**src/rtl/i2c_am_pkg.sv**
```systemverilog
package i2c_am_pkg;
  localparam int AM_AW = 10;
  localparam int AM_NW = 7;
  localparam int AM_DW = 8;

  typedef enum logic [1:0] {
    AM_MASK  = 2'd0,
    AM_DUAL  = 2'd1,
    AM_RANGE = 2'd2,
    AM_RSVD  = 2'd3
  } am_mode_e;

  typedef struct packed {
    logic take;
    logic dir;
    logic gc;
  } am_event_t;
endpackage

```
**src/rtl/am_cmp.sv**
```systemverilog
module am_cmp
  import i2c_am_pkg::*;
#(
  parameter int AW = AM_AW,
  parameter int NW = AM_NW,
  parameter bit WIDE = 1'b0
) (
  input  logic [1:0]    mode,
  input  logic [AW-1:0] cand,
  input  logic [AW-1:0] own,
  input  logic [AW-1:0] second,
  output logic          hit
);
  localparam logic [AW-1:0] NARROW_M = AW'((1 << NW) - 1);
  localparam logic [AW-1:0] WM = WIDE ? {AW{1'b1}} : NARROW_M;

  logic [AW-1:0] a, p, s;
  assign a = cand & WM;
  assign p = own & WM;
  assign s = second & WM;

  always_comb begin
    unique case (am_mode_e'(mode))
      AM_DUAL:  hit = (a == p) || (a == s);
      AM_RANGE: hit = (a >= s) && (a <= p);
      default:  hit = (((a ^ p) & ~s) == '0);
    endcase
  end
endmodule

```
**src/rtl/am_phase.sv**
```systemverilog
module am_phase
  import i2c_am_pkg::*;
#(
  parameter int AW = AM_AW,
  parameter int DW = AM_DW
) (
  input  logic          clk,
  input  logic          rst_n,
  input  logic          byte_ev,
  input  logic          stop,
  input  logic          first,
  input  logic [DW-1:0] data,
  input  logic          ten_en,
  input  logic          gc_en,
  input  logic          hit7,
  input  logic          hit10,
  output logic [AW-1:0] cand7,
  output logic [AW-1:0] cand10,
  output am_event_t     ev
);
  localparam int HW = AW - DW;

  logic          wait_q, held_q;
  logic [HW-1:0] hi_q, held_hi_q;
  logic          hdr, gcall, wr_hdr;

  assign hdr    = (data[7:3] == 5'b11110);
  assign gcall  = gc_en && (data == '0);
  assign wr_hdr = ten_en && hdr && !data[0];
  assign cand7  = AW'(data[DW-1:1]);
  assign cand10 = {hi_q, data};

  always_comb begin
    ev = '0;
    if (byte_ev) begin
      if (first) begin
        if (gcall) begin
          ev.take = 1'b1;
          ev.gc   = 1'b1;
        end else if (!ten_en) begin
          ev.take = hit7 && (data != '0);
          ev.dir  = data[0];
        end else if (hdr && data[0]) begin
          ev.take = held_q && (held_hi_q == data[HW:1]);
          ev.dir  = 1'b1;
        end
      end else if (wait_q) begin
        ev.take = hit10;
      end
    end
  end

  always_ff @(posedge clk) begin
    if (!rst_n) begin
      wait_q    <= 1'b0;
      held_q    <= 1'b0;
      hi_q      <= '0;
      held_hi_q <= '0;
    end else if (stop) begin
      wait_q <= 1'b0;
      held_q <= 1'b0;
    end else if (byte_ev) begin
      if (first) begin
        wait_q <= wr_hdr;
        if (wr_hdr) begin
          hi_q   <= data[HW:1];
          held_q <= 1'b0;
        end
      end else begin
        wait_q <= 1'b0;
        if (wait_q && hit10) begin
          held_q    <= 1'b1;
          held_hi_q <= hi_q;
        end
      end
    end
  end

  // a STOP always leaves the hold cleared
  assert_stop_clears_hold_R10: assert property (@(posedge clk) disable iff (!rst_n)
    stop |=> !held_q);
  // the hold only rises after a pending 10-bit header
  assert_hold_from_header_R7: assert property (@(posedge clk) disable iff (!rst_n)
    $rose(held_q) |-> $past(wait_q));
  // a read re-match needs the hold
  assert_read_needs_hold_R8: assert property (@(posedge clk) disable iff (!rst_n)
    (ev.take && first && ten_en && !gcall) |-> held_q);
endmodule

```
**src/rtl/i2c_addr_match.sv**
```systemverilog
module i2c_addr_match
  import i2c_am_pkg::*;
#(
  parameter int AW = AM_AW,
  parameter int NW = AM_NW,
  parameter int DW = AM_DW
) (
  input  logic          clk,
  input  logic          rst_n,
  input  logic          in_valid,
  output logic          in_ready,
  input  logic [DW-1:0] in_data,
  input  logic          in_first,
  input  logic          bus_stop,
  input  logic [AW-1:0] cfg_addr,
  input  logic [AW-1:0] cfg_second,
  input  logic [1:0]    cfg_mode,
  input  logic          cfg_ten_en,
  input  logic          cfg_gc_en,
  output logic          match_pulse,
  output logic          rd_dir,
  output logic          gen_call
);
  logic          byte_ev, hit7, hit10;
  logic [AW-1:0] cand7, cand10;
  am_event_t     ev;
  logic          match_q, dir_q, gc_q;

  assign in_ready = 1'b1;
  assign byte_ev  = in_valid && !bus_stop;

  am_cmp #(.AW(AW), .NW(NW), .WIDE(1'b0)) u_cmp7 (
    .mode(cfg_mode), .cand(cand7), .own(cfg_addr), .second(cfg_second), .hit(hit7)
  );
  am_cmp #(.AW(AW), .NW(NW), .WIDE(1'b1)) u_cmp10 (
    .mode(cfg_mode), .cand(cand10), .own(cfg_addr), .second(cfg_second), .hit(hit10)
  );

  am_phase #(.AW(AW), .DW(DW)) u_phase (
    .clk(clk), .rst_n(rst_n), .byte_ev(byte_ev), .stop(bus_stop),
    .first(in_first), .data(in_data), .ten_en(cfg_ten_en), .gc_en(cfg_gc_en),
    .hit7(hit7), .hit10(hit10), .cand7(cand7), .cand10(cand10), .ev(ev)
  );

  always_ff @(posedge clk) begin
    if (!rst_n) begin
      match_q <= 1'b0;
      dir_q   <= 1'b0;
      gc_q    <= 1'b0;
    end else begin
      match_q <= ev.take;
      if (ev.take) begin
        dir_q <= ev.dir;
        gc_q  <= ev.gc;
      end
    end
  end

  assign match_pulse = match_q;
  assign rd_dir      = dir_q;
  assign gen_call    = gc_q;

  // a pulse is always one clock after an accepted byte
  assert_pulse_after_strobe_R2: assert property (@(posedge clk) disable iff (!rst_n)
    match_q |-> $past(in_valid && !bus_stop));
  // latched outputs move only together with a pulse
  assert_hold_outputs_R9: assert property (@(posedge clk) disable iff (!rst_n)
    !match_q |-> ($stable(dir_q) && $stable(gc_q)));
  // a general call is always a write
  assert_gc_is_write_R6: assert property (@(posedge clk) disable iff (!rst_n)
    gc_q |-> !dir_q);
  // a byte on a STOP cycle yields no pulse
  assert_stop_drops_byte_R10: assert property (@(posedge clk) disable iff (!rst_n)
    bus_stop |=> !match_q);
  // never back-pressure
  assert_ready_high_R11: assert property (@(posedge clk) disable iff (!rst_n)
    in_ready);
endmodule

```
**config.mk**
```make
export PLATFORM = sky130hd
export DESIGN_NAME = i2c_addr_match
export DESIGN_NICKNAME = d
export VERILOG_FILES = /design/src/rtl/i2c_am_pkg.sv /design/src/rtl/am_cmp.sv /design/src/rtl/am_phase.sv /design/src/rtl/i2c_addr_match.sv
export SDC_FILE = /design/constraint.sdc
export NUM_CORES = 1
export LEC_CHECK = 0
export BUFFER_PORTS_ARGS = -buffer_cell sky130_fd_sc_hd__buf_2
export CAP_MARGIN = 20
export CORE_MARGIN = 4
export CORE_UTILIZATION = 30
export DETAILED_ROUTE_END_ITERATION = 16
export PLACE_DENSITY_LB_ADDON = 0.3
export SYNTH_ARGS = -nofsm -noshare
export SYNTH_HDL_FRONTEND = slang
export SYNTH_HIERARCHICAL = 1
export SYNTH_SLANG_ARGS = --single-unit
```
**constraint.sdc**
```tcl
create_clock -name clk -period 6.48 [get_ports clk]
set_clock_uncertainty 0.1 [all_clocks]
set_input_delay 0.648 -clock clk [delete_from_list [all_inputs] [get_ports clk]]
set_output_delay 0.648 -clock clk [all_outputs]
set_load 0.1 [all_outputs]
```
* After elaboration in Yosys (flattened, before gate mapping)
Index checks and enable logic that the tools add are counted.
** Storage, ports and cells
- Flip-flop bits (word level) :: 9
- Latch bits :: 0
- Bits in writable memories :: 0
- ROM bits :: 0
- Input port bits :: 37
- Output and inout bits :: 4
- Logic and storage cells :: 67
- Memories :: 0
** Operators by class
- Add/sub/neg operators :: 0
- $mul :: 0
- Div/mod/pow operators :: 0
- $lt $le $gt $ge :: 4
- Equal/unequal tests :: 9
- Shift operators :: 0
- Mux-type cells :: 15
- Bitwise logic cells :: 9
- Reductions and logical operators :: 23
** Operator list (number)
- $and A10 B10 Y10 :: 2
- $eq A10 B10 Y1 :: 2
- $logic_not A10 Y1 :: 2
- $eq A7 B7 Y1 :: 2
- $ge A10 B10 Y1 :: 1
- $le A10 B10 Y1 :: 1
- $logic_and A1 B1 Y1 :: 10
- $not A10 Y10 :: 1
- $not A7 Y10 :: 1
- $xor A10 B10 Y10 :: 1
- $mux W1 :: 9
- $logic_not A8 Y1 :: 1
- $reduce_and A4 Y1 :: 2
- $reduce_bool A8 Y1 :: 1
- $ge A7 B7 Y1 :: 1
- $le A7 B7 Y1 :: 1
- $xor A7 B7 Y7 :: 1
- $mux W2 :: 3
- $eq A5 B5 Y1 const B :: 1
- $pmux W1 S2 :: 2
- $mux W3 :: 1
- $not A1 Y1 :: 3
- $reduce_and A3 Y1 :: 1
- $eq A2 B1 Y1 const B :: 1
- other kinds (7) :: 9

* Logic depth before layout (Yosys ltp)
Gate-level depths: netlist of the first run.
- Word-level depth :: 9
- Mapped depth :: 13
- Gate-level depth less buffers :: 12

* Modules after synthesis
Netlist of the first run, hierarchy kept.
** By module, submodules not included
- am_cmp (u_cmp10) :: times used 1, cells each 85, area an instance 626.9 um^2, sequential area each 0.0 um^2
- am_phase :: times used 1, cells each 68, area an instance 508.0 um^2, sequential area each 120.1 um^2
- am_cmp (u_cmp7) :: times used 1, cells each 60, area an instance 427.9 um^2, sequential area each 0.0 um^2
- i2c_addr_match :: times used 1, cells each 11, area an instance 117.6 um^2, sequential area each 60.1 um^2

* Worst setup path before layout of the first run
No wires, ideal clock.
- Path type :: input-to-reg
- Start point :: in in_data[7]
- End point :: reg gc_q (netlist: gen_call)
- Setup time :: 0.120 ns
- Arrival :: 2.691 ns
- Required time :: 6.260 ns
- Slack :: 3.569 ns
- Cell stages on the path :: 10
- Path buffers :: 1
- Cells stage by stage :: buf_4 -> ha_1 -> o22ai_1 -> or4_4 -> a22oi_2 -> nor2b_1 -> mux2i_1 -> a311oi_1 -> mux2i_1 -> nor2b_1
** RTL lines
- start: declaration :: RTL line i2c_addr_match.sv:12 : input logic [DW-1:0] in_data,
- end signal: assignment :: RTL line i2c_addr_match.sv:54 : gc_q <= ev.gc;
- end: declaration :: RTL line i2c_addr_match.sv:27 : logic match_q, dir_q, gc_q;

==> metrics.yaml, run 1 <==
status: "finished clean"
final-hold-violation-count: 0
top_layer: "met4"
cp-end-kind: "flop"
peakVddDrop_mv: 0.09764
final_antenna_net_count: 0
syn_area_per_cell_um2: 7.519
reg2reg_depth: 10
core_area_mm2: 0.005238
slew_viol_final: 0
tritoncts: "done"
die_y_um: 82.26
die_area_mm2: 0.006766
fin_util_pct: 35.55
power_leakage_nw: 0.9326
start_util_pct: 31.58
cp_slowest_cell: "a311oi_1"
finalNonFillerCells: 317
fin_ws_ns: 3.493
required_ns: 6.50
nets: 323
switching_power_mw: 0.07621
drc: 0
dp_hpwl_mm: 3.698
critPathKind: "in2reg"
finalCritPeriodShare_pct: 46.10
cp_data_arrival_time_ns: 3.01
syn_nets: 295
gr-usage-all-layers_pct: 13.34
setup_tns_ns: 0
rr_endpoint: "rd_dir$_SDFFE_PN0P_"
hold_end: "u_phase/held_q$_SDFFE_PP0P_"
min_path_type: "reg2reg"
fp-row-count: 26
power_frac_comb_pct: 43.4
wl_per_cell_um: 13.93
ios: 41
ctsResizeCount: 0
p_int_mw: 0.1367
worst_pin_slew_ns: 0.5683
drtPass1Iterations: 4
postCtsHoldBufs: 0
grt_pass1_wl_mm: 7.100
area.growth.synth_to_final_pct: 12.56
synth_cells: 220
routed-wl-met2_mm: 1.924
swShare_pct: 35.79
clk_pin_slew_ns: 0.04
antenna_found_initial: 0
cap_violations: 0
period_needed_ns: 2.987
slew_headroom_pct: 61.86
port_buffers: 39
via_per_inst: 5.025
setup_viol: 0
grt_overflow: 0
regToRegSetupSlack_ns: 3.73
cts_sinks: 9
drt_iter0_drc: 89
drt_wl_total_mm: 4.416
start_kind: "input port"
die_x_um: 82.26
slowest_delay_ns: 0.51
power_per_cell_area_mw_per_mm2: 114.4
post-place-ws_ns: 3.250
rsz0062_at_grt: "no"
wl_met3_um: 256
regToRegStartpoint: "u_phase/hi_q[1]$_SDFFE_PN0P_"
antenna_cells: 0
crit_chain: "buf_2 > ha_1 > nand4_2 > nor3_2 > a31oi_1 > or3b_1 > o211ai_1 > a21oi_1 > a311oi_1 > mux2i_1 > nor2b_1"
vias: 1593
synth_warnings: 6
whs_path_depth: 2
syn_area_mm2: 0.001654
cp_max_fo: 8
grt_pass1_vias: 1549
htree_levels: 1
worstSkewPairLatency_ns: 0.23
pwr-share-seq_pct: 26.2
min_from: "u_phase/held_q$_SDFFE_PP0P_"
cts_made_buffers: 3
dp.cells: 313
layout-drive-gt1-share_pct: 20.24
cts.path.max_buffers: 2
grt_start_max_net_pins: 9
clkPwrFrac_pct: 30.4
cts_setup_buffers: 0
gp_congestion: 0.8088
max_freq_mhz: 334.7
met1_length_mm: 2.211
clockRootBuffer: "clkbuf_8"
[state kept, by name, indices dropped and copies added (netlist names)]
name               cells
gen_call               1
u_phase/wait_q         1
u_phase/hi_q           2
rd_dir                 1
u_phase/held_q         1
match_pulse            1
u_phase/held_hi_q      2
[worst max-delay path by stage]
stage,start,to,cells past startpoint
5_1_grt,in_data[7],rd_dir$_SDFFE_PN0P_,12
2_1_floorplan,in_data[7],gen_call$_SDFFE_PN0P_,10
4_1_cts,in_data[7],rd_dir$_SDFFE_PN0P_,11
3_5_place_dp,in_data[7],rd_dir$_SDFFE_PN0P_,11
3_3_place_gp,in_data[7],rd_dir$_SDFFE_PN0P_,10
6_report,in_data[7],rd_dir$_SDFFE_PN0P_,11
[layout make-up]
cell class / count / area (um2)
clock buffer: 4 / 45.04
fill: 577 / 3376
inverter: 39 / 146.4
multi-input combinational: 156 / 1207
sequential: 9 / 180.2
tap: 70 / 87.58
timing repair buffer: 39 / 195.2
[metal layers]
layer	global-route usage, %	up-vias
li1	-	823
met1	19.19	727
met2	21.39	41
met3	1.302	2
met4	2.824	0
met5	0	-
[placed cells by master (no fill, tap or decap), types with 2 or more instances in the layout]
cell,n
o22ai_1,8
nand4b_1,2
o21ai_0,11
ha_1,38
nor3_1,3
nand3b_1,2
clkbuf_8,3
buf_2,39
a21oi_1,16
nor4_1,4
nand3_1,8
nand2b_1,2
a211oi_1,3
nand2_1,11
nor2_1,10
inv_1,39
mux2i_1,3
o211ai_1,3
nor2b_1,5
dfxtp_1,9
nand4_1,4
a31oi_1,2
[stage by stage]
step	cell area, um2	power, mW	hold slack (ns)
after floorplan	1654	0.1216	0.3402
after global placement	1817	0.1485	0.3646
after detailed placement	1817	0.1482	0.3877
after CTS	1862	0.2144	0.3972
after global routing	1862	0.2299	0.4278
final	1862	0.2129	0.3882
[power by group through the flow]
stage | Combinational [mW] | Sequential (mW) | Clock (mW)
CTS | 0.0921 | 0.0557 | 0.0666
global placement | 0.0917 | 0.0567 | 0
global route | 0.105 | 0.0557 | 0.0693
detailed placement | 0.0914 | 0.0568 | 0
floorplan | 0.0638 | 0.0578 | 0
finish | 0.0924 | 0.0558 | 0.0647
[critical path: cells and delay by family]
family / cells / cell delay [ns]
AOI/OAI and AO/OA: 4 / 0.79
buffers and inverters: 1 / 0.17
adders and majority gates: 1 / 0.36
muxes: 1 / 0.24
and+or+nand+nor: 4 / 0.80
Power figures use the tool's default switching activity.
==> run 2, diff against run 1 <==
--- a/config.mk
+++ b/config.mk
@@ -5,6 +5,7 @@
 export SDC_FILE = /design/constraint.sdc
 export NUM_CORES = 1
 export LEC_CHECK = 0
+export ABC_AREA = 1
 export BUFFER_PORTS_ARGS = -buffer_cell sky130_fd_sc_hd__buf_2
 export CAP_MARGIN = 20
 export CORE_MARGIN = 4
==> constraint.sdc (replaced) <==
create_clock -name clk -period 2.7 [get_ports clk]
set_clock_uncertainty 0.1 [all_clocks]
set_input_delay 0.27 -clock clk [delete_from_list [all_inputs] [get_ports clk]]
set_output_delay 0.27 -clock clk [all_outputs]
set_load 0.1 [all_outputs]
==> run 2 against run 1 <==
  * Area after synthesis up 12%
  * Highest routed layer unchanged
  * Utilization decreased by 0.88 points
  * Non-clock buffer count unchanged
  * Global-route usage decreased by 0.96 points
  * Largest cell class unchanged
  * Clock power rose by 140%
  * Final area increased by 11%
  * Worst hold slack worse by 0.15 ns
  * Worst setup slack got worse by 3.1 ns
==> metrics.yaml, run 2 <==
status: "finished clean"
ctsResizeCount: 0
finalCritPeriodShare_pct: 84.75
grt_start_max_net_pins: 9
gr-usage-all-layers_pct: 12.38
vias: 1778
critPathKind: "reg2reg"
nets: 410
tritoncts: "done"
slew_viol_final: 0
drc: 0
peakVddDrop_mv: 0.3490
worstSkewPairLatency_ns: 0.23
grt_pass1_vias: 1706
wl_per_cell_um: 11.03
via_per_inst: 4.347
fin_ws_ns: 0.4118
drt_wl_total_mm: 4.511
layout-drive-gt1-share_pct: 17.66
final_antenna_net_count: 0
postCtsHoldBufs: 0
gp_congestion: 0.8808
antenna_found_initial: 0
start_kind: "flop"
grt_pass1_wl_mm: 7.458
drtPass1Iterations: 4
cts.path.max_buffers: 2
cts_sinks: 9
post-place-ws_ns: 0.3335
dp_hpwl_mm: 3.961
setup_viol: 0
cts_setup_buffers: 0
final-hold-violation-count: 0
syn_area_mm2: 0.001851
synth_warnings: 6
ios: 41
setup_tns_ns: 0
syn_area_per_cell_um2: 6.028
power_per_cell_area_mw_per_mm2: 261.4
clockRootBuffer: "clkbuf_8"
cts_made_buffers: 3
drt_iter0_drc: 76
finalNonFillerCells: 409
die_area_mm2: 0.007489
max_freq_mhz: 437.0
required_ns: 2.73
power_leakage_nw: 1.271
synth_cells: 307
dp.cells: 405
area.growth.synth_to_final_pct: 11.56
cp-end-kind: "flop"
die_x_um: 86.54
top_regs: "u_phase/held_hi_q (2), u_phase/hi_q (2)"
cp_data_arrival_time_ns: 2.32
cp_max_fo: 5
grt_overflow: 0
period_needed_ns: 2.288
antenna_cells: 0
final_common_cell: "inv_1"
fp-row-count: 28
min_path_type: "in2reg"
htree_levels: 1
start_util_pct: 31.07
die_y_um: 86.54
cap_violations: 0
syn_nets: 382
clk_pin_slew_ns: 0.05
final_cell_mix: "inv_1, nand2_1, buf_2, ha_1, nor2_1"
rsz0062_at_grt: "no"
core_area_mm2: 0.005956
port_buffers: 39
## run 2: cell types whose count changed in the layout (fill, tap and decap cells not counted), moves of 4 or more
cell	delta
nor2b_1	-5
nand3_1	+6
o22ai_1	-5
nand2_1	+63
nor2_1	+21
a21oi_1	-4
nor2_2	+4
o21ai_0	-7
nand2_2	+6
inv_1	+36
## run 2: worst paths after layout
kind	end	slack (ns)	start	cells past startpoint
setup reg to reg	gen_call$_SDFFE_PN0P_	0.41	u_phase/hi_q[1]$_SDFFE_PN0P_	17
hold / removal	u_phase/hi_q[0]$_SDFFE_PN0P_	0.23	rst_n	3
setup / recovery	gen_call$_SDFFE_PN0P_	0.41	u_phase/hi_q[1]$_SDFFE_PN0P_	17
hold reg to reg	rd_dir$_SDFFE_PN0P_	0.37	rd_dir$_SDFFE_PN0P_	2
## run 2: routing by layer
| layer | vias up | routed length (um) | GRT usage [%] |
|---|---|---|---|
| met5 | - | 0 | 0 |
| met4 | 0 | 49 | 2.975 |
| met3 | 6 | 230 | 2.186 |
| met2 | 38 | 1918 | 20.31 |
| met1 | 750 | 2313 | 16.82 |
| li1 | 984 | - | - |
## run 2: per-stage QoR
stage	util [%]	cell area, um2	power (mW)	hold slack (ns)
floorplan	-	1851	0.3202	0.2676
global placement	33.91	2019	0.3844	0.3491
detailed placement	33.91	2019	0.3845	0.3524
CTS	34.66	2064	0.5468	0.2316
global route	34.66	2064	0.5947	0.2453
finish	34.66	2064	0.5397	0.2340
## run 2: critical path, stage by stage, from the launching register on
cell and delay [ns]:
dfxtp_1 0.34, ha_1 0.34, nand2_2 0.11, inv_1 0.04
a21oi_1 0.17, nand3_1 0.09, nand2_1 0.06, nand3_1 0.06
nand2_1 0.06, nand2_1 0.04, nand2_1 0.09, nand3_1 0.10
nand2_1 0.09, inv_1 0.04, nor2_1 0.25, nand2_1 0.09
nand2_1 0.06, nor2_1 0.04
## run 2: cell type report
type	count	area (um2)
timing repair buffer	39	195.2
fill	683	3891
sequential	9	180.2
clock buffer	4	45.04
tap	75	93.84
multi-input combinational	206	1265
inverter	76	285.3
## run 2: where the power goes
part | switching [mW] | total, mW | leakage, nW | internal (mW)
Combinational | 0.154 | 0.247 | 1.18 | 0.0928
Clock | 0.0548 | 0.158 | 0.0228 | 0.103
Sequential | 0.000586 | 0.135 | 0.0726 | 0.135
==> run 3, diff against run 2 <==
==> constraint.sdc (replaced) <==
create_clock -name clk -period 1.85 [get_ports clk]
set_clock_uncertainty 0.1 [all_clocks]
set_input_delay 0.185 -clock clk [delete_from_list [all_inputs] [get_ports clk]]
set_output_delay 0.185 -clock clk [all_outputs]
set_load 0.1 [all_outputs]
==> run 3 against run 2 <==
  * The flow now finishes with violations (setup timing)
  * Power grew 71%
  * Utilization increased by 9.3 points
  * Routed wire length grew 9.1%
  * Critical path depth decreased by 1
  * Clock-buffer cell count did not move
  * Critical path type unchanged
  * Largest cell class unchanged
==> metrics.yaml, run 3 (synthesized netlist as in run 2, its figures left out) <==
status: "finished with violations"
violations: "setup timing"
final_common_cell: "inv_1"
die_area_mm2: 0.007489
clk_pin_slew_ns: 0.05
via_per_inst: 4.380
final_cell_mix: "inv_1, nand2_1, buf_2, buf_4, nor2_1"
reg2reg_depth: 16
power_leakage_nw: 1.433
cp.buffers_inverters: 2
postCtsHoldBufs: 0
path_depth: 16
cp_common_cell: "nand2_1"
cts_sinks: 9
setup_tns_ns: -0.4235
clockRootBuffer: "clkbuf_8"
vias: 1914
cts_made_buffers: 3
antenna_found_initial: 0
cp_slowest_cell: "dfxtp_4"
die_x_um: 86.54
power_per_cell_area_mw_per_mm2: 353.2
fin_ws_ns: -0.1039
post-place-ws_ns: -0.4508
cp_max_fo: 3
fillers: 629
critPathKind: "reg2reg"
drt_wl_total_mm: 4.923
port_buffers: 39
dp_hpwl_mm: 4.329
tritoncts: "done"
top_regs: "u_phase/held_hi_q (2), u_phase/hi_q (2)"
cp-end-kind: "flop"
whs_path_depth: 3
required_ns: 1.87
crit_chain: "ha_4 > nand2_4 > nor2_4 > nand4_1 > o21ai_1 > nand2_1 > nand2_1 > nand2_1 > nand2_1 > nand3_2 > inv_2 > nand2_4 > nor2_4 > inv_2 > nor2_2 > nor2_1"
grt_start_max_net_pins: 9
layout-drive-gt1-share_pct: 34.25
rsz0062_at_grt: "yes"
worstSkewPairLatency_ns: 0.24
cts.path.max_buffers: 2
final-hold-violation-count: 0
period_needed_ns: 1.954
grt_pass1_vias: 1783
nets: 438
drt_iter0_drc: 77
final_antenna_net_count: 0
core_area_mm2: 0.005956
gp_congestion: 0.8681
max_freq_mhz: 511.8
wl_per_cell_um: 11.27
min_path_type: "in2reg"
htree_levels: 1
crit_family: "simple AND/OR/NAND/NOR gates"
setup_viol: 5
die_y_um: 86.54
slew_viol_final: 0
drtPass1Iterations: 4
finalCritPeriodShare_pct: 105.6
gr-usage-all-layers_pct: 13.20
slowest_delay_ns: 0.36
grt_pass1_wl_mm: 8.010
start_kind: "flop"
grt_overflow: 0
drc: 0
cp_data_arrival_time_ns: 1.98
fp-row-count: 28
peakVddDrop_mv: 0.1978
cap_violations: 0
start_util_pct: 31.07
area.growth.synth_to_final_pct: 41.38
antenna_cells: 0
ios: 41
==> run 3: layout make-up <==
type | instances | area, um2 | share of cell area [%]
Inverter | 76 | 285.3 | 10.90
Sequential cell | 9 | 187.7 | 7.174
Multi-Input combinational cell | 206 | 1592 | 60.83
Timing Repair Buffer | 67 | 412.9 | 15.78
Tap cell | 75 | 93.84 | 3.587
Clock buffer | 4 | 45.04 | 1.722
==> run 3: path summary, 6_finish.rpt <==
check,startpoint,to,slack [ns]
setup / recovery,u_phase/hi_q[1]$_SDFFE_PN0P_,u_phase/held_hi_q[1]$_SDFFE_PN0P_,-0.10
hold / removal,rst_n,rd_dir$_SDFFE_PN0P_,0.13
setup reg to reg,u_phase/hi_q[1]$_SDFFE_PN0P_,u_phase/held_hi_q[1]$_SDFFE_PN0P_,-0.10
hold reg to reg,u_phase/held_q$_SDFFE_PP0P_,u_phase/held_q$_SDFFE_PP0P_,0.36
==> run 3: worst min-delay path, delay by kind of cell <==
kind,cells,cell delay (ns)
simple gates,2,0.10
buf+inv,1,0.14
==> run 3: layer usage <==
layer,up-vias,wire length [um],global-route usage (%)
met3,2,201,2.091
li1,1044,-,-
met2,37,2137,20.38
met5,-,0,0
met1,831,2569,19.60
met4,0,14,1.983
==> run 3: power by group <==
| group | leakage (nW) | switching, mW | internal (mW) | total [mW] |
|---|---|---|---|---|
| registers | 0.0743 | 0.000886 | 0.194 | 0.195 |
| logic | 1.34 | 0.273 | 0.224 | 0.497 |
| clock network | 0.0228 | 0.0822 | 0.151 | 0.233 |
| total | 1.43 | 0.356 | 0.568 | 0.924 |
==> run 3: repair_timing <==
item,4_1_cts,5_1_grt
setup endpoints to repair,6,6
setup buffers,1,0
gates resized for setup,14,8
hold endpoints to repair,0,0
pin swaps,2,8
==> run 3: metrics by stage <==
| step | power, mW | utilization, % | cell area [um2] | std cells | hold WS (ns) |
|---|---|---|---|---|---|
| global route | 1.007 | 43.93 | 2616 | 437 | 0.1372 |
| finish | 0.9241 | 43.93 | 2616 | 437 | 0.1329 |
| global placement | 0.6731 | 41.74 | 2486 | 432 | 0.3579 |
| detailed placement | 0.6784 | 41.74 | 2486 | 432 | 0.3568 |
| CTS | 0.9325 | 43.51 | 2591 | 437 | 0.1262 |
| floorplan | 0.5276 | - | 2133 | 307 | 0.1826 |
